--- src/rtl/xlat_pkg.sv ---
// xlat_pkg: shared widths, entry layout, fault codes and the page-size
// mask helper for the translation buffer. Assumes 32-bit virtual and
// 29-bit physical addresses with 1 KB page-number granularity.
package xlat_pkg;

    localparam int VA_W     = 32;
    localparam int PA_W     = 29;
    localparam int PG_SHIFT = 10;
    localparam int VPN_W    = VA_W - PG_SHIFT;
    localparam int PPN_W    = PA_W - PG_SHIFT;
    localparam int ASID_W   = 8;
    localparam int CODE_W   = 12;

    typedef enum logic [1:0] {
        PG_1K  = 2'b00,
        PG_4K  = 2'b01,
        PG_64K = 2'b10,
        PG_1M  = 2'b11
    } pg_size_e;

    typedef struct packed {
        logic              valid;
        logic              shared;
        logic              dirty;
        logic [1:0]        prot;
        logic [1:0]        size;
        logic [ASID_W-1:0] asid;
        logic [VPN_W-1:0]  vpn;
        logic [PPN_W-1:0]  ppn;
    } tlb_ent_t;

    localparam logic [CODE_W-1:0] FC_NONE    = 12'h000;
    localparam logic [CODE_W-1:0] FC_MISS_RD = 12'h040;
    localparam logic [CODE_W-1:0] FC_MISS_WR = 12'h060;
    localparam logic [CODE_W-1:0] FC_INIT_WR = 12'h080;
    localparam logic [CODE_W-1:0] FC_PROT_RD = 12'h0A0;
    localparam logic [CODE_W-1:0] FC_PROT_WR = 12'h0C0;
    localparam logic [CODE_W-1:0] FC_MULTI   = 12'h140;

    // Page-number bits that take part in a compare for a given size code.
    function automatic logic [VPN_W-1:0] keep_mask(input logic [1:0] sz);
        logic [VPN_W-1:0] ones;
        ones = '1;
        case (pg_size_e'(sz))
            PG_1K:   keep_mask = ones;
            PG_4K:   keep_mask = ones << 2;
            PG_64K:  keep_mask = ones << 6;
            default: keep_mask = ones << 10;
        endcase
    endfunction

endpackage

--- src/rtl/xlat_store.sv ---
// xlat_store: register array of translation entries with a single write
// port. Reset clears every entry (valid low). Assumes wr_idx < ENTRIES.
module xlat_store
    import xlat_pkg::*;
#(
    parameter int ENTRIES = 8,
    parameter int IDX_W   = $clog2(ENTRIES)
) (
    input  logic             clk,
    input  logic             rst_n,
    input  logic             wr_en,
    input  logic [IDX_W-1:0] wr_idx,
    input  tlb_ent_t         wr_ent,
    output tlb_ent_t         ents [ENTRIES]
);

    tlb_ent_t ents_q [ENTRIES];

    // Clear on reset, otherwise write one slot on a load.
    always_ff @(posedge clk) begin
        if (!rst_n) begin
            for (int i = 0; i < ENTRIES; i++) ents_q[i] <= '0;
        end else if (wr_en) begin
            ents_q[wr_idx] <= wr_ent;
        end
    end

    assign ents = ents_q;

    AST_LOAD_LANDS: assert property (@(posedge clk) disable iff (!rst_n)
        wr_en |=> ents_q[$past(wr_idx)] == $past(wr_ent));

endmodule

--- src/rtl/xlat_match.sv ---
// xlat_match: parallel compare of one virtual page number against every
// entry, honouring page size, valid bit, address-space ID and shared bit.
// Reports any hit, a multiple hit, and the fields of the hit entry (the
// fields are an OR of all hitting entries and only meaningful on one hit).
module xlat_match
    import xlat_pkg::*;
#(
    parameter int ENTRIES = 8
) (
    input  logic              clk,
    input  logic              rst_n,
    input  tlb_ent_t          ents [ENTRIES],
    input  logic [VPN_W-1:0]  vpn_in,
    input  logic [ASID_W-1:0] asid_in,
    input  logic              use_asid,
    output logic              hit_any,
    output logic              hit_multi,
    output logic [1:0]        hit_prot,
    output logic              hit_dirty,
    output logic [1:0]        hit_size,
    output logic [PPN_W-1:0]  hit_ppn
);

    localparam int CNT_W = $clog2(ENTRIES + 1);

    logic [ENTRIES-1:0] hits;
    logic [CNT_W-1:0]   n_hits;
    tlb_ent_t           merged;

    for (genvar g = 0; g < ENTRIES; g++) begin : g_cmp
        logic [VPN_W-1:0] m;
        logic             id_ok;
        logic             pg_ok;
        // Per-entry match: size-masked page compare plus ID qualification.
        always_comb begin
            m     = keep_mask(ents[g].size);
            id_ok = !use_asid || ents[g].shared || (ents[g].asid == asid_in);
            pg_ok = ((ents[g].vpn ^ vpn_in) & m) == '0;
            hits[g] = ents[g].valid && id_ok && pg_ok;
        end
    end

    // Count hits and merge the fields of the hitting entries.
    always_comb begin
        n_hits = '0;
        merged = '0;
        for (int i = 0; i < ENTRIES; i++) begin
            n_hits = n_hits + CNT_W'(hits[i]);
            if (hits[i]) merged = tlb_ent_t'(merged | ents[i]);
        end
    end

    assign hit_any   = |hits;
    assign hit_multi = n_hits > CNT_W'(1);
    assign hit_prot  = merged.prot;
    assign hit_dirty = merged.dirty;
    assign hit_size  = merged.size;
    assign hit_ppn   = merged.ppn;

    AST_SINGLE_HIT_ONEHOT: assert property (@(posedge clk) disable iff (!rst_n)
        (hit_any && !hit_multi) |-> $onehot(hits));

endmodule

--- src/rtl/xlat_rights.sv ---
// xlat_rights: decodes the 2-bit protection code against mode and access
// direction and yields a fault code; a permitted write to a clean page
// gets the first-write code. Purely combinational; clock is for checks.
module xlat_rights
    import xlat_pkg::*;
(
    input  logic              clk,
    input  logic              rst_n,
    input  logic [1:0]        prot,
    input  logic              dirty,
    input  logic              is_write,
    input  logic              priv,
    output logic [CODE_W-1:0] code
);

    logic rd_ok;
    logic wr_ok;

    // Rights table: bit 1 opens user access, bit 0 opens writes.
    always_comb begin
        rd_ok = prot[1] || priv;
        wr_ok = prot[0] && (prot[1] || priv);
        if (is_write) begin
            if (!wr_ok)      code = FC_PROT_WR;
            else if (!dirty) code = FC_INIT_WR;
            else             code = FC_NONE;
        end else begin
            code = rd_ok ? FC_NONE : FC_PROT_RD;
        end
    end

    AST_USER_BLOCKED: assert property (@(posedge clk) disable iff (!rst_n)
        (!priv && !prot[1]) |-> (code == FC_PROT_RD || code == FC_PROT_WR));
    AST_FIRST_WRITE_ONLY: assert property (@(posedge clk) disable iff (!rst_n)
        (code == FC_INIT_WR) |-> (is_write && !dirty));

endmodule

--- src/rtl/xlat_repl.sv ---
// xlat_repl: replacement counter. Advances on each step and returns to 0
// when the advanced value equals the programmed bound or the last slot.
// Assumes 2 <= ENTRIES <= 2**CTR_W.
module xlat_repl #(
    parameter int ENTRIES = 8,
    parameter int CTR_W   = 6
) (
    input  logic             clk,
    input  logic             rst_n,
    input  logic             step,
    input  logic [CTR_W-1:0] bound,
    output logic [CTR_W-1:0] ctr
);

    localparam logic [CTR_W-1:0] LAST = CTR_W'(ENTRIES - 1);

    logic [CTR_W-1:0] ctr_q;
    logic [CTR_W-1:0] inc;

    // Advanced value with both wrap conditions.
    always_comb begin
        inc = ctr_q + CTR_W'(1);
        if (inc == bound || inc == LAST) inc = '0;
    end

    // Counter register.
    always_ff @(posedge clk) begin
        if (!rst_n)    ctr_q <= '0;
        else if (step) ctr_q <= inc;
    end

    assign ctr = ctr_q;

    AST_CTR_BELOW_LAST: assert property (@(posedge clk) disable iff (!rst_n)
        ctr_q < LAST);
    AST_CTR_HOLD: assert property (@(posedge clk) disable iff (!rst_n)
        !step |=> $stable(ctr_q));
    AST_CTR_WRAP_LAST: assert property (@(posedge clk) disable iff (!rst_n)
        (step && ctr_q == LAST - CTR_W'(1)) |=> ctr_q == '0);

endmodule

--- src/rtl/xlat_tlb.sv ---
// xlat_tlb: top of the translation buffer. Decodes the untranslated
// windows, chooses between pass-through and table lookup, forms the
// physical address and fault code, and registers the result one cycle
// after the request. Captures the virtual address of every fault.
// Assumes one request per cycle at most and 2 <= ENTRIES <= 2**CTR_W.
module xlat_tlb
    import xlat_pkg::*;
#(
    parameter int ENTRIES = 8,
    parameter int CTR_W   = 6
) (
    input  logic              clk,
    input  logic              rst_n,
    input  logic              req_valid,
    input  logic [VA_W-1:0]   req_vaddr,
    input  logic              req_write,
    input  logic              req_priv,
    input  logic [ASID_W-1:0] cur_asid,
    input  logic              xlat_en,
    input  logic              single_vm,
    input  logic [CTR_W-1:0]  repl_bound,
    input  logic              ld_en,
    input  logic [VPN_W-1:0]  ld_vpn,
    input  logic [PPN_W-1:0]  ld_ppn,
    input  logic [ASID_W-1:0] ld_asid,
    input  logic [1:0]        ld_size,
    input  logic [1:0]        ld_prot,
    input  logic              ld_valid,
    input  logic              ld_shared,
    input  logic              ld_dirty,
    output logic              rsp_valid,
    output logic              rsp_ok,
    output logic [PA_W-1:0]   rsp_paddr,
    output logic [CODE_W-1:0] rsp_fault,
    output logic [VA_W-1:0]   fault_vaddr,
    output logic [CTR_W-1:0]  repl_ptr
);

    localparam int IDX_W = $clog2(ENTRIES);

    tlb_ent_t          ents [ENTRIES];
    tlb_ent_t          ld_ent;
    logic              in_bypass;
    logic              user_window;
    logic              use_asid;
    logic              table_step;
    logic              hit_any;
    logic              hit_multi;
    logic [1:0]        hit_prot;
    logic              hit_dirty;
    logic [1:0]        hit_size;
    logic [PPN_W-1:0]  hit_ppn;
    logic [CODE_W-1:0] rights_code;
    logic [CTR_W-1:0]  ctr;
    logic [PPN_W-1:0]  pmask;
    logic [PA_W-1:0]   pa_flat;
    logic [PA_W-1:0]   pa_mapped;
    logic [CODE_W-1:0] code_d;
    logic [PA_W-1:0]   pa_d;

    // Window decode and lookup qualifiers.
    always_comb begin
        in_bypass   = (req_vaddr[31:30] == 2'b10) || (req_vaddr[31:29] == 3'b111);
        user_window = (req_vaddr >= 32'hE000_0000) && (req_vaddr <= 32'hE400_0000);
        use_asid    = !single_vm && !req_priv;
        table_step  = req_valid && xlat_en && !in_bypass;
    end

    // Pack the load port into an entry.
    always_comb begin
        ld_ent.valid  = ld_valid;
        ld_ent.shared = ld_shared;
        ld_ent.dirty  = ld_dirty;
        ld_ent.prot   = ld_prot;
        ld_ent.size   = ld_size;
        ld_ent.asid   = ld_asid;
        ld_ent.vpn    = ld_vpn;
        ld_ent.ppn    = ld_ppn;
    end

    xlat_repl #(.ENTRIES(ENTRIES), .CTR_W(CTR_W)) u_repl (
        .clk   (clk),
        .rst_n (rst_n),
        .step  (table_step),
        .bound (repl_bound),
        .ctr   (ctr)
    );

    xlat_store #(.ENTRIES(ENTRIES), .IDX_W(IDX_W)) u_store (
        .clk    (clk),
        .rst_n  (rst_n),
        .wr_en  (ld_en),
        .wr_idx (ctr[IDX_W-1:0]),
        .wr_ent (ld_ent),
        .ents   (ents)
    );

    xlat_match #(.ENTRIES(ENTRIES)) u_match (
        .clk       (clk),
        .rst_n     (rst_n),
        .ents      (ents),
        .vpn_in    (req_vaddr[VA_W-1:PG_SHIFT]),
        .asid_in   (cur_asid),
        .use_asid  (use_asid),
        .hit_any   (hit_any),
        .hit_multi (hit_multi),
        .hit_prot  (hit_prot),
        .hit_dirty (hit_dirty),
        .hit_size  (hit_size),
        .hit_ppn   (hit_ppn)
    );

    xlat_rights u_rights (
        .clk      (clk),
        .rst_n    (rst_n),
        .prot     (hit_prot),
        .dirty    (hit_dirty),
        .is_write (req_write),
        .priv     (req_priv),
        .code     (rights_code)
    );

    // Physical address forms: flat cut to 29 bits, and page-mapped.
    always_comb begin
        pmask     = keep_mask(hit_size)[PPN_W-1:0];
        pa_flat   = req_vaddr[PA_W-1:0];
        pa_mapped = {(hit_ppn & pmask) | (req_vaddr[PA_W-1:PG_SHIFT] & ~pmask),
                     req_vaddr[PG_SHIFT-1:0]};
    end

    // Result selection in priority order: window, disable, table.
    always_comb begin
        pa_d = pa_flat;
        if (in_bypass) begin
            code_d = (req_priv || user_window) ? FC_NONE
                   : (req_write ? FC_MISS_WR : FC_MISS_RD);
        end else if (!xlat_en) begin
            code_d = FC_NONE;
        end else if (hit_multi) begin
            code_d = FC_MULTI;
        end else if (!hit_any) begin
            code_d = req_write ? FC_MISS_WR : FC_MISS_RD;
        end else begin
            code_d = rights_code;
            pa_d   = pa_mapped;
        end
    end

    // Response and fault-address registers.
    always_ff @(posedge clk) begin
        if (!rst_n) begin
            rsp_valid   <= 1'b0;
            rsp_ok      <= 1'b0;
            rsp_paddr   <= '0;
            rsp_fault   <= '0;
            fault_vaddr <= '0;
        end else begin
            rsp_valid <= req_valid;
            if (req_valid) begin
                rsp_ok    <= (code_d == FC_NONE);
                rsp_fault <= code_d;
                rsp_paddr <= (code_d == FC_NONE) ? pa_d : '0;
                if (code_d != FC_NONE) fault_vaddr <= req_vaddr;
            end
        end
    end

    assign repl_ptr = ctr;

    AST_PRIV_WINDOW_PASS: assert property (@(posedge clk) disable iff (!rst_n)
        (req_valid && req_priv && (req_vaddr[31:30] == 2'b10 || req_vaddr[31:29] == 3'b111))
        |=> (rsp_ok && rsp_paddr == $past(req_vaddr[PA_W-1:0])));
    AST_USER_LOW_WINDOW_MISS: assert property (@(posedge clk) disable iff (!rst_n)
        (req_valid && !req_priv && req_vaddr[31:30] == 2'b10)
        |=> (!rsp_ok && (rsp_fault == FC_MISS_RD || rsp_fault == FC_MISS_WR)));
    AST_DISABLED_PASS: assert property (@(posedge clk) disable iff (!rst_n)
        (req_valid && !xlat_en && req_vaddr < 32'h8000_0000)
        |=> (rsp_ok && rsp_paddr == $past(req_vaddr[PA_W-1:0])));
    AST_OK_MEANS_NO_CODE: assert property (@(posedge clk) disable iff (!rst_n)
        rsp_valid |-> (rsp_ok == (rsp_fault == FC_NONE)));
    AST_FAULT_ADDR_CAUGHT: assert property (@(posedge clk) disable iff (!rst_n)
        (rsp_valid && !rsp_ok) |-> (fault_vaddr == $past(req_vaddr)));
    AST_NO_SPURIOUS_RSP: assert property (@(posedge clk) disable iff (!rst_n)
        !req_valid |=> !rsp_valid);

endmodule

--- config.mk ---
export PLATFORM = sky130hd
export DESIGN_NAME = xlat_tlb
export DESIGN_NICKNAME = d
export VERILOG_FILES = /design/src/rtl/xlat_pkg.sv /design/src/rtl/xlat_store.sv /design/src/rtl/xlat_match.sv /design/src/rtl/xlat_rights.sv /design/src/rtl/xlat_repl.sv /design/src/rtl/xlat_tlb.sv
export SDC_FILE = /design/constraint.sdc
export NUM_CORES = 1
export LEC_CHECK = 0
export BUFFER_PORTS_ARGS = -buffer_cell sky130_fd_sc_hd__buf_2
export CORE_MARGIN = 4
export CORE_UTILIZATION = 45
export DETAILED_ROUTE_END_ITERATION = 10
export PLACE_DENSITY = 0.68
export SYNTH_ARGS = -nofsm -noshare
export SYNTH_HDL_FRONTEND = slang
export SYNTH_SLANG_ARGS = --single-unit
--- constraint.sdc ---
create_clock -name clk -period 11.4 [get_ports clk]
set_input_delay 0.57 -clock clk [delete_from_list [all_inputs] [get_ports clk]]
set_output_delay 0.57 -clock clk [all_outputs]
set_load 0.02 [all_outputs]
**After elaboration in Yosys (flattened, before gate mapping)**

Cells that the tools add are included.

- Add/subtract/negate cells: 8
- Order comparisons: 5
- Equality and inequality tests: 30
- Mux-type cells: 36
- Bitwise logic cells: 28
- Reductions and logical operators: 67

Operators with widths:

| operator | number |
|---|---|
| bitwise mux 448 bit | 1 |
| two-way mux 54 bit | 8 |
| OR 54 bit | 7 |
| case mux 10 bit (3 select lines) | 9 |
| bitwise AND 22 bit | 8 |
| zero test 22 bit | 8 |
| bitwise XOR 22 bit | 8 |
| demux 56 bit (select 3 bit) | 1 |
| two-way mux 29 bit | 5 |
| two-way mux 12 bit | 7 |
| equality test 8 bit | 8 |
| two-way mux 56 bit | 1 |
| bitwise AND 19 bit | 2 |
| greater-or-equal comparator 32 bit (second input constant) | 1 |
| less-or-equal comparator 32 bit (second input constant) | 1 |
| adder 4 x 1 -> 4 bit | 6 |
| logical AND 1 bit | 22 |
| equality test 2 bit (second input constant) | 10 |
| logical OR 1 bit | 20 |
| inverter 19 bit | 1 |
| OR 19 bit | 1 |
| equality test 2 x 1 -> 1 bit (second input constant) | 9 |
| zero test 2 bit | 9 |
| two-way mux 8 bit | 2 |
| 15 further kinds | 19 |

- Flip-flop bits (word level): 529
- Output and inout port bits: 81
- Logic and storage cells: 244

**Depth between registers and ports, before layout**

- Depth after elaboration: 32
- Depth in mapped cells: 23

**Modules after synthesis**

A second synthesis with hierarchy kept.

- Cells, all modules: 2642
- Area, all modules: 24921.4 um2

By module, submodules not included:

| module | instances | cells each | area each (um2) | sequential area each (um2) |
|---|---|---|---|---|
| xlat_store | 1 | 1513 | 16025.4 | 8968.6 |
| xlat_match | 1 | 691 | 5081.1 | 0.0 |
| xlat_tlb | 1 | 368 | 3225.6 | 1501.4 |
| xlat_repl | 1 | 55 | 489.2 | 120.1 |
| xlat_rights | 1 | 15 | 100.1 | 0.0 |

**Least setup slack after synthesis**

No wires, ideal clock.

- Kind: input port to flip-flop
- Start point: input req_vaddr[28]
- End point: register fault_vaddr[10]
- Setup time: 72 ps
- Data arrival time: 6337 ps
- Data required time: 11328 ps
- Slack: 4991 ps
- Stages: 21
- Path through: buf_2 -> xnor2_1 -> nand3_1 -> or4_1 -> a2111oi_2 -> clkbuf_1 -> ha_1 -> inv_1 -> fa_1 -> fa_1 -> fa_1 -> fa_1 -> nor4b_1 -> o21ai_0 -> nor2_1 -> o21ai_1 -> or3_1 -> a21bo_2 -> a31oi_4 -> buf_8 -> mux2i_1

- Cells in the longest elaborated chain, start to end: 29
- Elaborated cells between the ends (all ways): 73
- Classes of those cells: 7 x add/sub; 3 x order compare; 17 x mux; 23 x bitwise; 23 x reduce/logical

RTL lines:

| what | line | RTL |
|---|---|---|
| from (decl) | xlat_tlb.sv:15 | `input logic [VA_W-1:0] req_vaddr,` |
| branches (longest 26 deep; another with adder 4 x 1 -> 4 bit) | n/a |  |
| two-way mux 12 bit (*) | xlat_tlb.sv:134 | `if (in_bypass) begin` |
| nonzero test 12 bit (*) | xlat_tlb.sv:163 | `if (code_d != FC_NONE) fault_vaddr <= req_vaddr;` |
| AND reduction 2 bit (no line) (*) | n/a |  |
| to (signal assigned) | xlat_tlb.sv:163 |  |
| to (decl) | xlat_tlb.sv:35 | `output logic [VA_W-1:0] fault_vaddr,` |

Every way passes the cells marked *.
A chain may end at the register's enable or synchronous reset.

**Worst setup path after layout**

- Start point: register u_store.ents_q, in the netlist u_store.ents[430]
- End point: register fault_vaddr[7]

- Cells in the longest elaborated chain, start to end: 29
- Elaborated cells between the ends (all ways): 40
- Classes of those cells: 7 x add/sub; 1 x order compare; 16 x mux; 9 x bitwise; 7 x reduce/logical

RTL lines:

| what | line | RTL |
|---|---|---|
| from (decl) | xlat_store.sv:17 | `tlb_ent_t ents_q [ENTRIES];` |
| from (signal, indexed assignment) | xlat_store.sv:24 | `ents_q[wr_idx] <= wr_ent;` |
| bitwise XOR 22 bit (*) | xlat_match.sv:38 | `pg_ok = ((ents[g].vpn ^ vpn_in) & m) == '0;` |
| bitwise AND 22 bit (*) | xlat_match.sv:38 |  |
| zero test 22 bit (*) | xlat_match.sv:38 |  |
| logical AND 1 bit (*) | xlat_match.sv:39 | `hits[g] = ents[g].valid && id_ok && pg_ok;` |
| branches (longest 20 deep; another with adder 4 x 1 -> 4 bit) | n/a |  |
| two-way mux 12 bit (*) | xlat_tlb.sv:139 | `end else if (hit_multi) begin` |
| two-way mux 12 bit (*) | xlat_tlb.sv:137 | `end else if (!xlat_en) begin` |
| two-way mux 12 bit (*) | xlat_tlb.sv:134 |  |
| nonzero test 12 bit (*) | xlat_tlb.sv:163 |  |
| AND reduction 2 bit (no line) (*) | n/a |  |

Marks and branches as above.

==> run_results.csv <==
group,metric,value,unit
run_status,outcome,"complete, no violations",
yosys,yosys-top-cells-area,"dfxtp_1, nand2_1, a21oi_1",
sta,timing.fmax,0.142,GHz
die,fp.dieH,234,µm
routing,ant_nets,0,
worst_setup_path,cp-endpoint,"fault_vaddr[7]",
cts,h-tree-depth,2,
routing,first_pass_iters,9,
sta,setup_viol,0,
global_route,track_usage,26.4,%
job,cap_violations,0,
cts,postCtsHoldBufs,0,
yosys,synth_largest_area_cell,"dfxtp_1",
pwr,power_leakage,0.00904,µW
layout,fin_area,25700,µm²
worst_setup_path,reg2reg_from,"u_store.ents[430]",
sta,clock_skew,0.0187,ns
worst_setup_path,cpPeakStageDelay,0.62,ns
worst_setup_path,startpoint_type,"flip-flop",
yosys,synthCells,2929,
global_route,grt_util_met2,41.6,%
cts,clkTransAtPathRegs,0.06,ns
cts,cts_tree,"yes",
sta,finalCriticalPeriod,7.05,ns
sta,slew_headroom,20.1,%
cts,insertion_delay,0.61,ns
cts,postCtsSetupBuffers,0,
pwr,p_per_area,156,nW/µm²
sta,grt_setup_unrepaired,"false",
die,core,50400,µm²
placement,dp_hpwl,47.7,mm
global_route,grt_use_met1,37.0,%
global_route,grt_max_degree,225,
sta,period_share,61.9,%
worst_setup_path,worstPathRequired,11.91,ns
layout,fin_nets,3046,
yosys,synth_seq_cells,521,
yosys,avgSynthCellArea,7.87,µm²
worst_setup_path,worst-r2r-setup-slack,4.35,ns
routing,drtIter0Drc,2494,
sta,finalMaxSlewViolations,0,
routing,num_vias,20600,
cts,cts_sinks,521,
yosys,ys.flop_type,"dfxtp_1",
cts,numCtsBuffers,53,
yosys,synth-async-reset-ratio,0,%
global_route,grt_pass1_wl,114,mm
global_route,grt-ovfl-total,0,
routing,wirelength,75.0,mm
die,io_pins,191,
die,placementRows,82,
worst_setup_path,cp-end-kind,"flip-flop",
die,die_w,234,µm
cts,clockBufferDepth,3,
placement,pre_cts_ws,3.88,ns
pwr,ir_drop,0.109,mV
worst_setup_path,rr_worst_depth,20,
yosys,ys_seq_area_share,45.3,%
worst_hold_path,holdCritPathClass,"in2reg",
yosys,yosys_warnings,0,
layout,final.fill_count,4672,
worst_setup_path,slowest_stage,"or4_1",
global_route,grt-busiest-layer,"met2",
yosys,synth.top_cell.area_share,45.3,%
yosys,synth.distinct_cells,58,
layout,multi_input_area,11300,µm²
placement,io_buffers,182,
sta,worst_pin_slew,1.20,ns
placement,gp_congestion,0.960,
global_route,antenna_found_initial,4,
sta,hold_viol,0,
routing,drcViolationCount,0,
routing,viasPerCell,5.66,
worst_setup_path,r2r-end,"fault_vaddr[7]",
global_route,grt_pass1_vias,19500,
sta,worst_slack,4.35,ns
cts,cts_resized,0,
worst_setup_path,crit_chain,"xnor2_1, nand3_1, or4_1, nor4_4, buf_4, ha_1, inv_1, fa_1, fa_1, fa_1, fa_1, nor4b_1, o21ai_0, nor2_1, o21ai_2, or3_1, a21bo_2, a31oi_4, buf_4, mux2i_1",
cts,cts-root-buf,"clkbuf_16",
placement,place_area,23800,µm²
worst_setup_path,worstSetupStartpoint,"u_store.ents[430]",
worst_setup_path,cp_common_cell,"fa_1",
global_route,grt_use_met3,4.19,%
worst_setup_path,critPathMaxFanout,32,
layout,regArea,10400,µm²
sta,tns,0,ns
worst_setup_path,crit_type,"reg2reg",
yosys,synth_edf_count,0,
routing,routedWlPerCell,20.6,µm
pwr,finalPower,4010,µW
die,die_area,54900,µm²
die,initial_core_util,45.7,%
layout,area.growth.synth_to_final,11.5,%
layout,final_util,51.0,%
yosys,netlist_area,23000,µm²
layout,drive_above_1_share,11.3,%
worst_setup_path,critPathArrivalTime,7.57,ns
## registers in the layout, summed over array words and instances, names as in the netlist
name,flops
u_store.ents,448
rsp_paddr,29
rsp_valid,1
rsp_ok,1
fault_vaddr,32
rsp_fault,4
u_repl.ctr,6
## through the flow
| stage | hold WS (ns) | instances |
|---|---|---|
| final | 0.244 | 3643 |
| after CTS | 0.220 | 3640 |
| after global routing | 0.237 | 3642 |
| after detailed placement | 0.442 | 3543 |
| after global placement | 0.435 | 3543 |
| after floorplan | 0.432 | 2936 |
## metal layers
layer  routed length [µm]  vias to the layer above
met4                 2260                        2
met1                31700                     9819
met5                    7                        -
li1                     -                     9661
met2                33600                      991
met3                 7350                      130
## where the power goes
group | internal [µW] | switching (µW) | total, µW | leakage (µW)
Sequential | 1850 | 24.1 | 1880 | 0.00421
Combinational | 85.9 | 200 | 286 | 0.00390
Clock | 1100 | 741 | 1840 | 0.000926
Total | 3040 | 965 | 4010 | 0.00904
## synth_stat cells, types with 2 or more instances
library cell,n
a31oi_1,14
or2_2,2
ha_1,6
a222oi_1,45
o21ai_1,30
buf_4,63
a22oi_1,25
xor2_1,120
or3_1,2
nand3_1,25
fa_1,4
nor2_1,20
a2111oi_4,3
a211oi_1,8
or4_1,5
inv_1,25
nor4b_1,2
mux2i_1,39
buf_2,24
o21a_1,2
nor4_1,37
a21oi_1,485
xnor2_1,130
clkbuf_2,7
nand2_1,1016
nand4_1,30
nand2b_1,6
o21ai_0,5
a22o_1,2
buf_1,20
dfxtp_1,521
a21o_1,8
nor4_2,2
o41ai_1,2
clkbuf_1,158
or4_4,2
buf_6,3
buf_8,3
nor3_1,4
nor2b_1,6
## cell usage in the layout, fill, tap and decap left out, types with 11 or more instances in the layout
cell	synthesis	final
clkinv_2	0	11
nand2_1	1016	1013
xnor2_1	130	130
clkbuf_8	0	17
a22oi_1	25	25
a31oi_1	14	14
buf_2	24	182
buf_4	63	30
o21ai_1	30	29
nor4_1	37	37
nand4_1	30	30
nand3_1	25	21
clkbuf_16	0	55
dfxtp_1	521	521
xor2_1	120	120
mux2i_1	39	39
inv_1	25	25
nor2_1	20	13
a21oi_1	485	485
a222oi_1	45	45
## critical path, delay by kind of cell, from the launching register on
family                   cells  cell delay [ns]
AND/OR/NAND/NOR              6             1.99
XOR/XNOR                     1             0.15
adder cells (fa/ha/maj)      5             2.19
AO/OA/AOI/OAI                4             0.96
multiplexers                 1             0.28
buffers and inverters        3             0.96
flip-flops                   1             0.41
## layout make-up
class / count / share of cell area [%]
Clock buffer: 78 / 6.36
Clock inverter: 19 / 0.891
Antenna cell: 3 / 0.0292
Multi-Input combinational cell: 2110 / 43.9
Timing Repair Buffer: 213 / 4.50
Inverter: 27 / 0.424
Sequential cell: 521 / 40.6
Tap cell: 672 / 3.27
## worst min-delay path by stage
stage,startpoint,endpoint,slack [ns],cells past startpoint
2_1_floorplan,u_store.ents[108],u_store.ents[108],0.43,2
3_3_place_gp,rsp_paddr[2],rsp_paddr[2],0.43,2
3_5_place_dp,rsp_paddr[6],rsp_paddr[6],0.44,2
4_1_cts,req_vaddr[6],rsp_paddr[6],0.22,3
5_1_grt,req_vaddr[6],rsp_paddr[6],0.24,3
6_report,req_vaddr[6],rsp_paddr[6],0.24,3
## cell families after synthesis
group	share of synthesized area [%]
buffers and inverters	6.41
AO/OA/AOI/OAI	15.9
other	0.0163
multiplexers	1.69
XOR/XNOR	9.50
flip-flops	45.3
adder cells (fa/ha/maj)	0.673
AND/OR/NAND/NOR	20.5
(Power assumes the default switching activity.)
